`config.mk`:
```
export PLATFORM = sky130hd
export DESIGN_NAME = sdram_ctrl
export DESIGN_NICKNAME = d
export VERILOG_FILES = /design/src/rtl/sdr_pkg.sv /design/src/rtl/sdr_refresh_timer.sv /design/src/rtl/sdr_rd_capture.sv /design/src/rtl/sdr_seq.sv /design/src/rtl/sdram_ctrl.sv
export SDC_FILE = /design/constraint.sdc
export NUM_CORES = 1
export LEC_CHECK = 0
export ABC_AREA = 1
export BUFFER_PORTS_ARGS = -buffer_cell sky130_fd_sc_hd__clkbuf_2
export CAP_MARGIN = 20
export CORE_ASPECT_RATIO = 1.4
export CORE_MARGIN = 2
export CORE_UTILIZATION = 30
export CTS_CLUSTER_DIAMETER = 50
export CTS_CLUSTER_SIZE = 10
export DETAILED_ROUTE_END_ITERATION = 7
export PLACE_DENSITY = 0.61
export SLEW_MARGIN = 20
export SYNTH_ARGS = -nofsm -noshare
export SYNTH_HDL_FRONTEND = slang
export SYNTH_SLANG_ARGS = --single-unit
```
`constraint.sdc`:
```
create_clock -name clk -period 1.7 [get_ports clk]
set_input_delay 0.51 -clock clk [delete_from_list [all_inputs] [get_ports clk]]
set_output_delay 0.51 -clock clk [all_outputs]
set_load 0.02 [all_outputs]
```
`src/rtl/sdr_pkg.sv`:
```
package sdr_pkg;

  typedef enum logic [2:0] {
    CMD_NOP, CMD_ACT, CMD_RD, CMD_WR, CMD_PRE, CMD_REF, CMD_MRS
  } sdr_cmd_e;

  typedef enum logic [2:0] {
    S_PWR, S_IPRE, S_IREF, S_MRS, S_IDLE, S_COL, S_RPRE, S_RREF
  } sdr_state_e;

  // {ras_n, cas_n, we_n} for each command
  function automatic logic [2:0] cmd_pins(sdr_cmd_e c);
    case (c)
      CMD_ACT: return 3'b011;
      CMD_RD:  return 3'b101;
      CMD_WR:  return 3'b100;
      CMD_PRE: return 3'b010;
      CMD_REF: return 3'b001;
      CMD_MRS: return 3'b000;
      default: return 3'b111;
    endcase
  endfunction

  function automatic int ceil_div(int num, int den);
    return (num + den - 1) / den;
  endfunction

  function automatic int imax(int a, int b);
    return (a > b) ? a : b;
  endfunction

endpackage

```
`src/rtl/sdr_refresh_timer.sv`:
```
module sdr_refresh_timer #(
  parameter int REFI_CYC = 780
) (
  input  logic clk,
  input  logic rst_n,
  input  logic run_i,
  input  logic ack_i,
  output logic pend_o
);
  localparam int CW = $clog2(REFI_CYC + 1);
  localparam logic [CW-1:0] LAST = CW'(REFI_CYC - 1);

  logic [CW-1:0] cnt_q;
  logic          wrap;

  assign wrap = run_i && (cnt_q == LAST);

  always_ff @(posedge clk) begin
    if (!rst_n) begin
      cnt_q  <= '0;
      pend_o <= 1'b0;
    end else begin
      if (!run_i || wrap) cnt_q <= '0;
      else                cnt_q <= cnt_q + 1'b1;
      pend_o <= (pend_o && !ack_i) || wrap;
    end
  end

  // a pending refresh stays pending until it is served
  a_r8_pend_held: assert property (@(posedge clk) disable iff (!rst_n)
    (pend_o && !ack_i) |=> pend_o);

endmodule

```
`src/rtl/sdr_rd_capture.sv`:
```
module sdr_rd_capture #(
  parameter int CAS_LAT = 3,
  parameter int DW      = 16
) (
  input  logic          clk,
  input  logic          rst_n,
  input  logic          rd_cmd_q,
  input  logic [DW-1:0] dq_i,
  output logic          rsp_valid_o,
  output logic [DW-1:0] rsp_rdata_o
);
  // stage j is high j+1 clocks after the read command leaves the pins
  logic [CAS_LAT-1:0] stage_q;

  always_ff @(posedge clk) begin
    if (!rst_n) begin
      stage_q     <= '0;
      rsp_valid_o <= 1'b0;
      rsp_rdata_o <= '0;
    end else begin
      stage_q     <= {stage_q[CAS_LAT-2:0], rd_cmd_q};
      rsp_valid_o <= stage_q[CAS_LAT-1];
      if (stage_q[CAS_LAT-1]) rsp_rdata_o <= dq_i;
    end
  end

  // reads are at least a row cycle apart, so responses never run back to back
  a_r6_single_pulse: assert property (@(posedge clk) disable iff (!rst_n)
    rsp_valid_o |=> !rsp_valid_o);

endmodule

```
`src/rtl/sdr_seq.sv`:
```
module sdr_seq
  import sdr_pkg::*;
#(
  parameter int ROW_W    = 13,
  parameter int BANK_W   = 2,
  parameter int COL_W    = 9,
  parameter int DW       = 16,
  parameter int INIT_CYC = 50,
  parameter int C_RCD    = 2,
  parameter int C_RP     = 2,
  parameter int C_RC     = 7,
  parameter int C_POST_R = 5,
  parameter int C_POST_W = 5,
  parameter int C_MRD    = 2,
  parameter int CAS_LAT  = 3,
  localparam int AW      = ROW_W + BANK_W + COL_W,
  localparam int BW      = DW / 8
) (
  input  logic              clk,
  input  logic              rst_n,
  input  logic              req_valid_i,
  output logic              req_ready_o,
  input  logic              req_write_i,
  input  logic [AW-1:0]     req_addr_i,
  input  logic [DW-1:0]     req_wdata_i,
  input  logic [BW-1:0]     req_be_i,
  input  logic              ref_pend_i,
  output logic              ref_ack_o,
  output logic              run_o,
  output sdr_cmd_e          cmd_o,
  output logic [BANK_W-1:0] ba_o,
  output logic [ROW_W-1:0]  addr_o,
  output logic [BW-1:0]     dqm_o,
  output logic [DW-1:0]     wdata_o,
  output logic              oe_o
);
  localparam int GAP_MAX = imax(imax(INIT_CYC, C_RC), imax(C_POST_W, C_POST_R));
  localparam int TW      = $clog2(GAP_MAX + 1);
  localparam logic [ROW_W-1:0] MODE_WORD = ROW_W'(CAS_LAT << 4);

  typedef struct packed {
    logic              wr;
    logic [ROW_W-1:0]  row;
    logic [BANK_W-1:0] bank;
    logic [COL_W-1:0]  col;
    logic [DW-1:0]     data;
    logic [BW-1:0]     be;
  } sdr_req_t;

  sdr_state_e st_q, st_n;
  logic [TW-1:0] tmr_q, tmr_n;
  logic          second_q, second_n;
  sdr_req_t      req_q, req_n;
  logic          tzero;

  assign tzero = (tmr_q == '0);
  assign run_o = (st_q == S_IDLE) || (st_q == S_COL) ||
                 (st_q == S_RPRE) || (st_q == S_RREF);

  always_comb begin
    st_n        = st_q;
    tmr_n       = tzero ? tmr_q : tmr_q - 1'b1;
    second_n    = second_q;
    req_n       = req_q;
    cmd_o       = CMD_NOP;
    ba_o        = '0;
    addr_o      = '0;
    dqm_o       = '0;
    wdata_o     = '0;
    oe_o        = 1'b0;
    ref_ack_o   = 1'b0;
    req_ready_o = 1'b0;
    case (st_q)
      S_PWR: if (tzero) st_n = S_IPRE;
      S_IPRE: if (tzero) begin
        cmd_o = CMD_PRE; addr_o[10] = 1'b1;
        tmr_n = TW'(C_RP - 1); st_n = S_IREF;
      end
      S_IREF: if (tzero) begin
        cmd_o = CMD_REF; tmr_n = TW'(C_RC - 1);
        second_n = 1'b1;
        if (second_q) st_n = S_MRS;
      end
      S_MRS: if (tzero) begin
        cmd_o = CMD_MRS; addr_o = MODE_WORD;
        tmr_n = TW'(C_MRD - 1); st_n = S_IDLE;
      end
      S_IDLE: if (tzero) begin
        if (ref_pend_i) st_n = S_RPRE;
        else begin
          req_ready_o = 1'b1;
          if (req_valid_i) begin
            req_n = '{wr: req_write_i,
                      row: req_addr_i[AW-1 -: ROW_W],
                      bank: req_addr_i[COL_W +: BANK_W],
                      col: req_addr_i[COL_W-1:0],
                      data: req_wdata_i, be: req_be_i};
            cmd_o  = CMD_ACT;
            ba_o   = req_addr_i[COL_W +: BANK_W];
            addr_o = req_addr_i[AW-1 -: ROW_W];
            tmr_n  = TW'(C_RCD - 1);
            st_n   = S_COL;
          end
        end
      end
      S_COL: if (tzero) begin
        ba_o = req_q.bank;
        addr_o[COL_W-1:0] = req_q.col;
        addr_o[10] = 1'b1;
        if (req_q.wr) begin
          cmd_o = CMD_WR; oe_o = 1'b1;
          wdata_o = req_q.data; dqm_o = ~req_q.be;
          tmr_n = TW'(C_POST_W - 1);
        end else begin
          cmd_o = CMD_RD;
          tmr_n = TW'(C_POST_R - 1);
        end
        st_n = S_IDLE;
      end
      S_RPRE: if (tzero) begin
        cmd_o = CMD_PRE; addr_o[10] = 1'b1;
        tmr_n = TW'(C_RP - 1); st_n = S_RREF;
      end
      S_RREF: if (tzero) begin
        cmd_o = CMD_REF; ref_ack_o = 1'b1;
        tmr_n = TW'(C_RC - 1); st_n = S_IDLE;
      end
      default: st_n = S_PWR;
    endcase
  end

  always_ff @(posedge clk) begin
    if (!rst_n) begin
      st_q     <= S_PWR;
      tmr_q    <= TW'(INIT_CYC - 1);
      second_q <= 1'b0;
      req_q    <= '0;
    end else begin
      st_q     <= st_n;
      tmr_q    <= tmr_n;
      second_q <= second_n;
      req_q    <= req_n;
    end
  end

  // no activation while a refresh is waiting
  a_r9_no_act_on_pend: assert property (@(posedge clk) disable iff (!rst_n)
    (cmd_o == CMD_ACT) |-> !ref_pend_i);
  // an accepted request closes the port for the next cycle
  a_r4_ready_drops: assert property (@(posedge clk) disable iff (!rst_n)
    (req_valid_i && req_ready_o) |=> !req_ready_o);

endmodule

```
`src/rtl/sdram_ctrl.sv`:
```
module sdram_ctrl
  import sdr_pkg::*;
#(
  parameter int CLK_NS    = 10,
  parameter int TRCD_NS   = 20,
  parameter int TRP_NS    = 20,
  parameter int TRAS_NS   = 50,
  parameter int TRC_NS    = 70,
  parameter int TREFI_NS  = 7800,
  parameter int WR_CYC    = 2,
  parameter int INIT_CYC  = 50,
  parameter int CAS_LAT   = 3,
  parameter int ROW_W     = 13,
  parameter int BANK_W    = 2,
  parameter int COL_W     = 9,
  parameter int DW        = 16,
  localparam int AW       = ROW_W + BANK_W + COL_W,
  localparam int BW       = DW / 8
) (
  input  logic              clk,
  input  logic              rst_n,
  input  logic              req_valid,
  output logic              req_ready,
  input  logic              req_write,
  input  logic [AW-1:0]     req_addr,
  input  logic [DW-1:0]     req_wdata,
  input  logic [BW-1:0]     req_be,
  output logic              rsp_valid,
  output logic [DW-1:0]     rsp_rdata,
  output logic              sd_cs_n,
  output logic              sd_ras_n,
  output logic              sd_cas_n,
  output logic              sd_we_n,
  output logic [BANK_W-1:0] sd_ba,
  output logic [ROW_W-1:0]  sd_addr,
  output logic [BW-1:0]     sd_dqm,
  output logic [DW-1:0]     sd_dq_out,
  output logic              sd_dq_oe,
  input  logic [DW-1:0]     sd_dq_in
);
  localparam int C_RCD    = ceil_div(TRCD_NS, CLK_NS);
  localparam int C_RP     = ceil_div(TRP_NS, CLK_NS);
  localparam int C_RAS    = ceil_div(TRAS_NS, CLK_NS);
  localparam int C_RC     = ceil_div(TRC_NS, CLK_NS);
  localparam int C_REFI   = TREFI_NS / CLK_NS;
  localparam int C_POST_R = imax(imax(C_RC - C_RCD, C_RAS - C_RCD + C_RP), 1);
  localparam int C_POST_W = imax(C_POST_R, WR_CYC + C_RP);

  logic              ref_pend, ref_ack, run;
  sdr_cmd_e          cmd_n;
  logic [BANK_W-1:0] ba_n;
  logic [ROW_W-1:0]  addr_n;
  logic [BW-1:0]     dqm_n;
  logic [DW-1:0]     wdata_n;
  logic              oe_n, rd_q;

  sdr_refresh_timer #(.REFI_CYC(C_REFI)) u_refresh (
    .clk(clk), .rst_n(rst_n), .run_i(run), .ack_i(ref_ack), .pend_o(ref_pend));

  sdr_seq #(
    .ROW_W(ROW_W), .BANK_W(BANK_W), .COL_W(COL_W), .DW(DW),
    .INIT_CYC(INIT_CYC), .C_RCD(C_RCD), .C_RP(C_RP), .C_RC(C_RC),
    .C_POST_R(C_POST_R), .C_POST_W(C_POST_W), .C_MRD(2), .CAS_LAT(CAS_LAT)
  ) u_seq (
    .clk(clk), .rst_n(rst_n),
    .req_valid_i(req_valid), .req_ready_o(req_ready), .req_write_i(req_write),
    .req_addr_i(req_addr), .req_wdata_i(req_wdata), .req_be_i(req_be),
    .ref_pend_i(ref_pend), .ref_ack_o(ref_ack), .run_o(run),
    .cmd_o(cmd_n), .ba_o(ba_n), .addr_o(addr_n), .dqm_o(dqm_n),
    .wdata_o(wdata_n), .oe_o(oe_n));

  sdr_rd_capture #(.CAS_LAT(CAS_LAT), .DW(DW)) u_rdcap (
    .clk(clk), .rst_n(rst_n), .rd_cmd_q(rd_q), .dq_i(sd_dq_in),
    .rsp_valid_o(rsp_valid), .rsp_rdata_o(rsp_rdata));

  always_ff @(posedge clk) begin
    if (!rst_n) begin
      sd_cs_n <= 1'b1;
      {sd_ras_n, sd_cas_n, sd_we_n} <= 3'b111;
      sd_ba <= '0; sd_addr <= '0; sd_dqm <= '0;
      sd_dq_out <= '0; sd_dq_oe <= 1'b0; rd_q <= 1'b0;
    end else begin
      sd_cs_n <= 1'b0;
      {sd_ras_n, sd_cas_n, sd_we_n} <= cmd_pins(cmd_n);
      sd_ba <= ba_n; sd_addr <= addr_n; sd_dqm <= dqm_n;
      sd_dq_out <= wdata_n; sd_dq_oe <= oe_n;
      rd_q <= (cmd_n == CMD_RD);
    end
  end

  // the data bus is driven only together with a write command
  a_r5_oe_with_write: assert property (@(posedge clk) disable iff (!rst_n)
    sd_dq_oe |-> (!sd_cs_n && sd_ras_n && !sd_cas_n && !sd_we_n));
  // column commands always request auto-precharge
  a_r3_col_autopre: assert property (@(posedge clk) disable iff (!rst_n)
    (!sd_cs_n && sd_ras_n && !sd_cas_n) |-> sd_addr[10]);

endmodule

```
* Yosys cells after proc, flatten, opt, wreduce, memory -nomap -nowiden *
Index checks and enable logic that the tools add are counted.

operators by class
  add/subtract/negate cells = 2
  eq/ne operators = 22
  multiplexer cells = 49
  bitwise logic cells = 3
  reductions and logical operators = 22

operator list
  operator                                                               count
  6-bit 2-to-1 mux                                                       8
  3-bit 2-to-1 mux                                                       15
  13-bit 2-to-1 mux                                                      3
  3-bit case mux with 6 select lines                                     2
  9-bit case mux with 3 select lines                                     1
  6-bit case mux with 4 select lines                                     1
  3-bit equality test, second input constant                             7
  3-bit case mux with 5 select lines                                     1
  2-bit by 1-bit != test with 1-bit output, second input constant        7
  3-bit by 2-bit equality test with 1-bit output, second input constant  4
  10-bit by 1-bit adder with 10-bit output, second input constant        1
  10-bit equality test, second input constant                            1
  1-bit 2-to-1 mux                                                       9
  9-bit 2-to-1 mux                                                       1
  3-bit OR reduction                                                     3
  2-bit 2-to-1 mux                                                       4
  2-bit case mux with 2 select lines                                     2
  4-bit AND reduction                                                    2
  8-bit AND reduction                                                    1
  3-bit by 1-bit equality test with 1-bit output, second input constant  2
  6-bit zero test                                                        1
  2-bit OR reduction                                                     3
  6-bit by 1-bit subtractor with 6-bit output, second input constant     1
  1-bit logical OR                                                       5
  10 further kinds                                                       13

word-level totals
  bits in registers = 110
  output and inout port bits = 56
  logic and storage cells = 121

* Depth between registers and ports, before layout *
  word-level depth = 7
  gate-level depth with buffers = 11
  gate-level depth less buffers = 10

* Modules after synthesis *
A second synthesis with hierarchy kept.

unflattened totals
  cells, all modules = 676
  area total of the unflattened synthesis = 4,854.7 µm²

by module, submodules not included
  module             instances  cells an instance  area each (µm²)
  sdr_seq            1          365                2,394.8
  sdram_ctrl         1          126                1,126.1
  sdr_rd_capture     1          114                808.3
  sdr_refresh_timer  1          71                 525.5

* Worst setup path after synthesis *
No wires, ideal clock.

  kind = register -> output
  from = reg u_seq.tmr_q[5]
  to = out req_ready
  arrival time = 1,261 ps
  required time = 1,190 ps
  slack = -71 ps
  stages on the path, launching flop included = 4
  cell sequence = dfxtp_1 > nor2_1 > nand3_2 > nor3_1

between the ends
  cells in the longest elaborated chain, start to end = 3

RTL lines
  what                    RTL line          text
  start, declared         sdr_seq.sv:51     logic [TW-1:0] tmr_q, tmr_n;
  start signal, assigned  sdr_seq.sv:135    tmr_q <= TW'(INIT_CYC - 1);
  start signal, assigned  sdr_seq.sv:140    tmr_q <= tmr_n;
  6-bit zero test         sdr_seq.sv:56     assign tzero = (tmr_q == '0);
  1-bit 2-to-1 mux        sdr_seq.sv:88     S_IDLE: if (tzero) begin
  1-bit 2-to-1 mux        sdr_seq.sv:73     case (st_q)
  end, declared           sdram_ctrl.sv:23  output logic req_ready,

No other way between the ends.

* Final worst setup path *
  from = reg u_seq.tmr_q[1]
  to = out req_ready

Same word-level chain as after synthesis.

==> flow_metrics.tcl <==
set metrics [dict create \
    p_comb_share_pct 4.3 \
    gr-usage-all-layers_pct 13.0 \
    die_width_microns 103 \
    finalSetupTns_ns -0.0931 \
    cts-buffers-inserted 9 \
    placement.io_buffers 117 \
    synth_largest_type_area_fraction_pct 53.0 \
    place_congestion 0.889 \
    place.detailed.instances 799 \
    synth_area_per_cell_sq_um 8.32 \
    start_util_pct 30.9 \
    synthArstFlopShare_pct 0 \
    tritoncts_clock_tree "done" \
    p_int_mw 3.88 \
    irDropWorstVdd_v 0.000461 \
    ioPinCount 118 \
    critPathKind "reg -> out" \
    worst_max_slew_pin_slew_ns 0.564 \
    antenna-diode-count 0 \
    antenna_found_initial 0 \
    critPathRequiredTime_ns 1.19 \
    timing.critical_path.slowest_stage_cell "sky130_fd_sc_hd__dfxtp_2" \
    cts_htree_levels 3 \
    finalCriticalPeriod_ns 1.79 \
    dp_hpwl_microns 7330 \
    vias 3618 \
    worstPathCellList "inv_2 > ha_4 > nand3_4 > nor3_2 > buf_4" \
    p_leak_nw 2.38 \
    clock-skew-final_ns 0.00635 \
    largest_net_degree_at_the_start_of_global_routing 53 \
    worst-endpoint-arrival_ns 1.28 \
    routed_wl_microns 9730 \
    cpPeakStageDelay_ns 0.33 \
    net_switching_fraction_of_the_power_pct 22.5 \
    globalRouteOverflowTotal 0 \
    route.detailed.vias_per_inst 4.42 \
    layout_worst_path_cycle_share_pct 105 \
    finish.cell_count_without_fillers 819 \
    detail_route.drc_violations 0 \
    final_core_util_pct 40.3 \
    area_growth_syn_to_layout_pct 30.6 \
    worst_skew_pair.late_latency_ns 0.34 \
    failing_checks "setup timing" \
    synthTopCellsByArea "sky130_fd_sc_hd__dfxtp_1 53%, sky130_fd_sc_hd__nor2_1 8.0%, sky130_fd_sc_hd__o21ai_0 6.0%, sky130_fd_sc_hd__nand2_1 5.5%, sky130_fd_sc_hd__a21oi_1 4.7%" \
    total_of_flip_flops_plus_latches_after_synthesis 110 \
    post_synth_instance_area_sq_um 4150 \
    timing.critical_path.from_type "register" \
    seq_power_share_pct 52.2 \
    fill_cells 1350 \
    dpl_cell_area_sq_um 5010 \
    post-route-worst-setup-slack_ns -0.0931 \
    first_global_vias 3393 \
    status "complete, but fails checks" \
    route.detailed.wl_per_inst_microns 11.9 \
    min_path_type "in -> reg" \
    grt_setup_unrepaired "true" \
    dieHeight_microns 143 \
    die_area_sq_um 14800 \
    synth-seq-area-share_pct 53.0 \
    clk_sink_count 110 \
    synth-warning-count 0 \
    power.density_cell_area_nw_per_um2 924 \
    synthesis.nets 565 \
    antenna_violating_nets_remaining 0 \
    clock-root-buffer "sky130_fd_sc_hd__clkbuf_16" \
    cap_viol_max_count 0 \
    synthCells 499 \
    final-hold-violation-count 0 \
    nets 698 \
    crit_buf_inv 2 \
    crit_family "flip-flops" \
    synth_enable_flop_cells 0 \
    synthFlopType "sky130_fd_sc_hd__dfxtp_1" \
    detailedRoute.firstPassIterationCount 4 \
    worst_setup_hold_path_clk_slew_ns 0.07 \
    final-max-slew-violation-count 0 \
    max_freq_ghz 0.558 \
    clockPowerShare_pct 43.5 \
    layout_cells_sized_above_1_pct 31.6 \
    crit_path_max_fanout 3 \
    cts.path.max_buffers 2 \
    setup.worst_path.end_class "output pin" \
    fp-row-count 50 \
    detail_route.iter0.violations 132 \
    synth_largest_area_cell "sky130_fd_sc_hd__dfxtp_1" \
    finish.instance_area_sq_um 5420 \
    count_of_endpoints_failing_setup_in_the_final_report 1 \
    p_switching_mw 1.13 \
    synth_cell_type_count 39 \
    grt_pass1_wl_microns 15400 \
    slew-limit-headroom_pct 62.4 \
    core_sq_um 13500 \
]
[timing repair]
item | CTS | global route
setup endpoints to repair | 12 | 63
pin swaps | 0 | 2
hold buffers | 0 | 0
resized for setup | 10 | 21
setup buffers | 3 | 1
[synthesized netlist by cell type (all sizes together), types with 2 or more instances]
cell / n
a21oi: 39
a22oi: 4
a31oi: 3
buf: 9
clkbuf: 9
dfxtp: 110
ha: 4
inv: 54
nand2: 63
nand3: 18
nand4: 5
nor2: 104
nor3: 10
o211ai: 4
o21ai: 51
or2: 2
xnor2: 2
xor2: 2
[flip-flops by register name, summed over array words and instances, names as in the netlist, 2 cells and up]
register and count:
u_seq.tmr_q 6, u_rdcap.rsp_rdata_o 16, u_refresh.cnt_q 10, sd_addr 13
u_rdcap.stage_q 3, u_seq.req_q 30, sd_dq_out 16, sd_dqm 2
sd_ba 2, u_seq.st_q 3
[path summary, 6_finish.rpt]
check,from,to,slack [ns],depth (start not counted)
max reg2reg,u_seq.tmr_q[1]$_SDFF_PN0_,u_seq.tmr_q[0]$_SDFF_PN1_,0.07,10
max,u_seq.tmr_q[1]$_SDFF_PN0_,req_ready,-0.09,5
min reg2reg,u_rdcap.stage_q[0]$_SDFF_PN0_,u_rdcap.stage_q[1]$_SDFF_PN0_,0.42,2
min,req_addr[23],sd_addr[12]$_SDFF_PP0_,0.36,3
[final cells by class]
cell class / count / area, sq um / share of cell area (%)
multi-input combinational: 317 / 1690 / 31.2
timing repair buffer: 140 / 772 / 14.2
sequential: 110 / 2210 / 40.7
inverter: 54 / 213 / 3.92
tap: 182 / 228 / 4.20
clock buffer: 9 / 225 / 4.15
clock inverter: 7 / 88.8 / 1.64
[power groups by stage]
| stage | Sequential, mW | Clock, mW | Combinational (mW) |
|---|---|---|---|
| 2_1_floorplan | 2.67 | 0 | 0.0905 |
| 3_3_place_gp | 2.67 | 0 | 0.200 |
| 3_5_place_dp | 2.67 | 0 | 0.201 |
| 4_1_cts | 2.61 | 2.25 | 0.214 |
| 5_1_grt | 2.62 | 2.37 | 0.241 |
| 6_report | 2.62 | 2.18 | 0.217 |
[metrics by stage]
stage / total power [mW] / worst slack (ns) / hold slack [ns]
final: 5.01 / -0.0931 / 0.357
after global routing: 5.23 / -0.169 / 0.351
after CTS: 5.07 / -0.128 / 0.347
after detailed placement: 2.87 / -0.0223 / 0.400
after global placement: 2.87 / 0.0632 / 0.403
after floorplan: 2.76 / 0.0994 / 0.387
[cells by family (layout without fill, tap and decap cells)]
| family | Yosys count | after routing | synth area share (%) |
|---|---|---|---|
| adders and majority gates | 4 | 4 | 1.20 |
| AOI/OAI and AO/OA | 105 | 105 | 13.6 |
| buffers and inverters | 72 | 210 | 7.53 |
| and+or+nand+nor | 204 | 204 | 23.9 |
| xor gates and xnor gates | 4 | 4 | 0.844 |
| DFF | 110 | 110 | 53.0 |
[layout by cell type, fill, tap and decap left out, types with 2 or more instances in the layout]
master                      instances
sky130_fd_sc_hd__nand2_1           61
sky130_fd_sc_hd__clkbuf_16          9
sky130_fd_sc_hd__inv_6              2
sky130_fd_sc_hd__nand3_1           15
sky130_fd_sc_hd__nand3_4            2
sky130_fd_sc_hd__a21oi_1           38
sky130_fd_sc_hd__a31oi_1            3
sky130_fd_sc_hd__inv_2              6
sky130_fd_sc_hd__inv_1             46
sky130_fd_sc_hd__inv_8              3
sky130_fd_sc_hd__nor3_2             2
sky130_fd_sc_hd__nor2_1            85
sky130_fd_sc_hd__ha_1               3
sky130_fd_sc_hd__nand4_1            4
sky130_fd_sc_hd__a22oi_1            4
sky130_fd_sc_hd__xnor2_1            2
sky130_fd_sc_hd__o21ai_0           46
sky130_fd_sc_hd__nor2_4            14
sky130_fd_sc_hd__clkbuf_2         116
sky130_fd_sc_hd__dfxtp_2            4
sky130_fd_sc_hd__xor2_1             2
sky130_fd_sc_hd__clkinv_4           2
sky130_fd_sc_hd__o211ai_1           4
sky130_fd_sc_hd__buf_4             22
sky130_fd_sc_hd__nor2_2             4
sky130_fd_sc_hd__or2_2              2
sky130_fd_sc_hd__o21ai_1            4
sky130_fd_sc_hd__dfxtp_1          106
sky130_fd_sc_hd__nor3_1             8
[tightest hold or removal path: stages]
cell                       delay, ns
sky130_fd_sc_hd__clkbuf_2       0.08
sky130_fd_sc_hd__inv_1          0.04
sky130_fd_sc_hd__nor2_1         0.03
[per-layer routing]
layer | GRT usage (%) | routed length [microns]
met5 | 0 | 0
met4 | 4.22 | 144
met3 | 3.28 | 514
met2 | 23.3 | 5060
met1 | 14.7 | 4000
No activity file was read; power rests on OpenSTA's default activity.
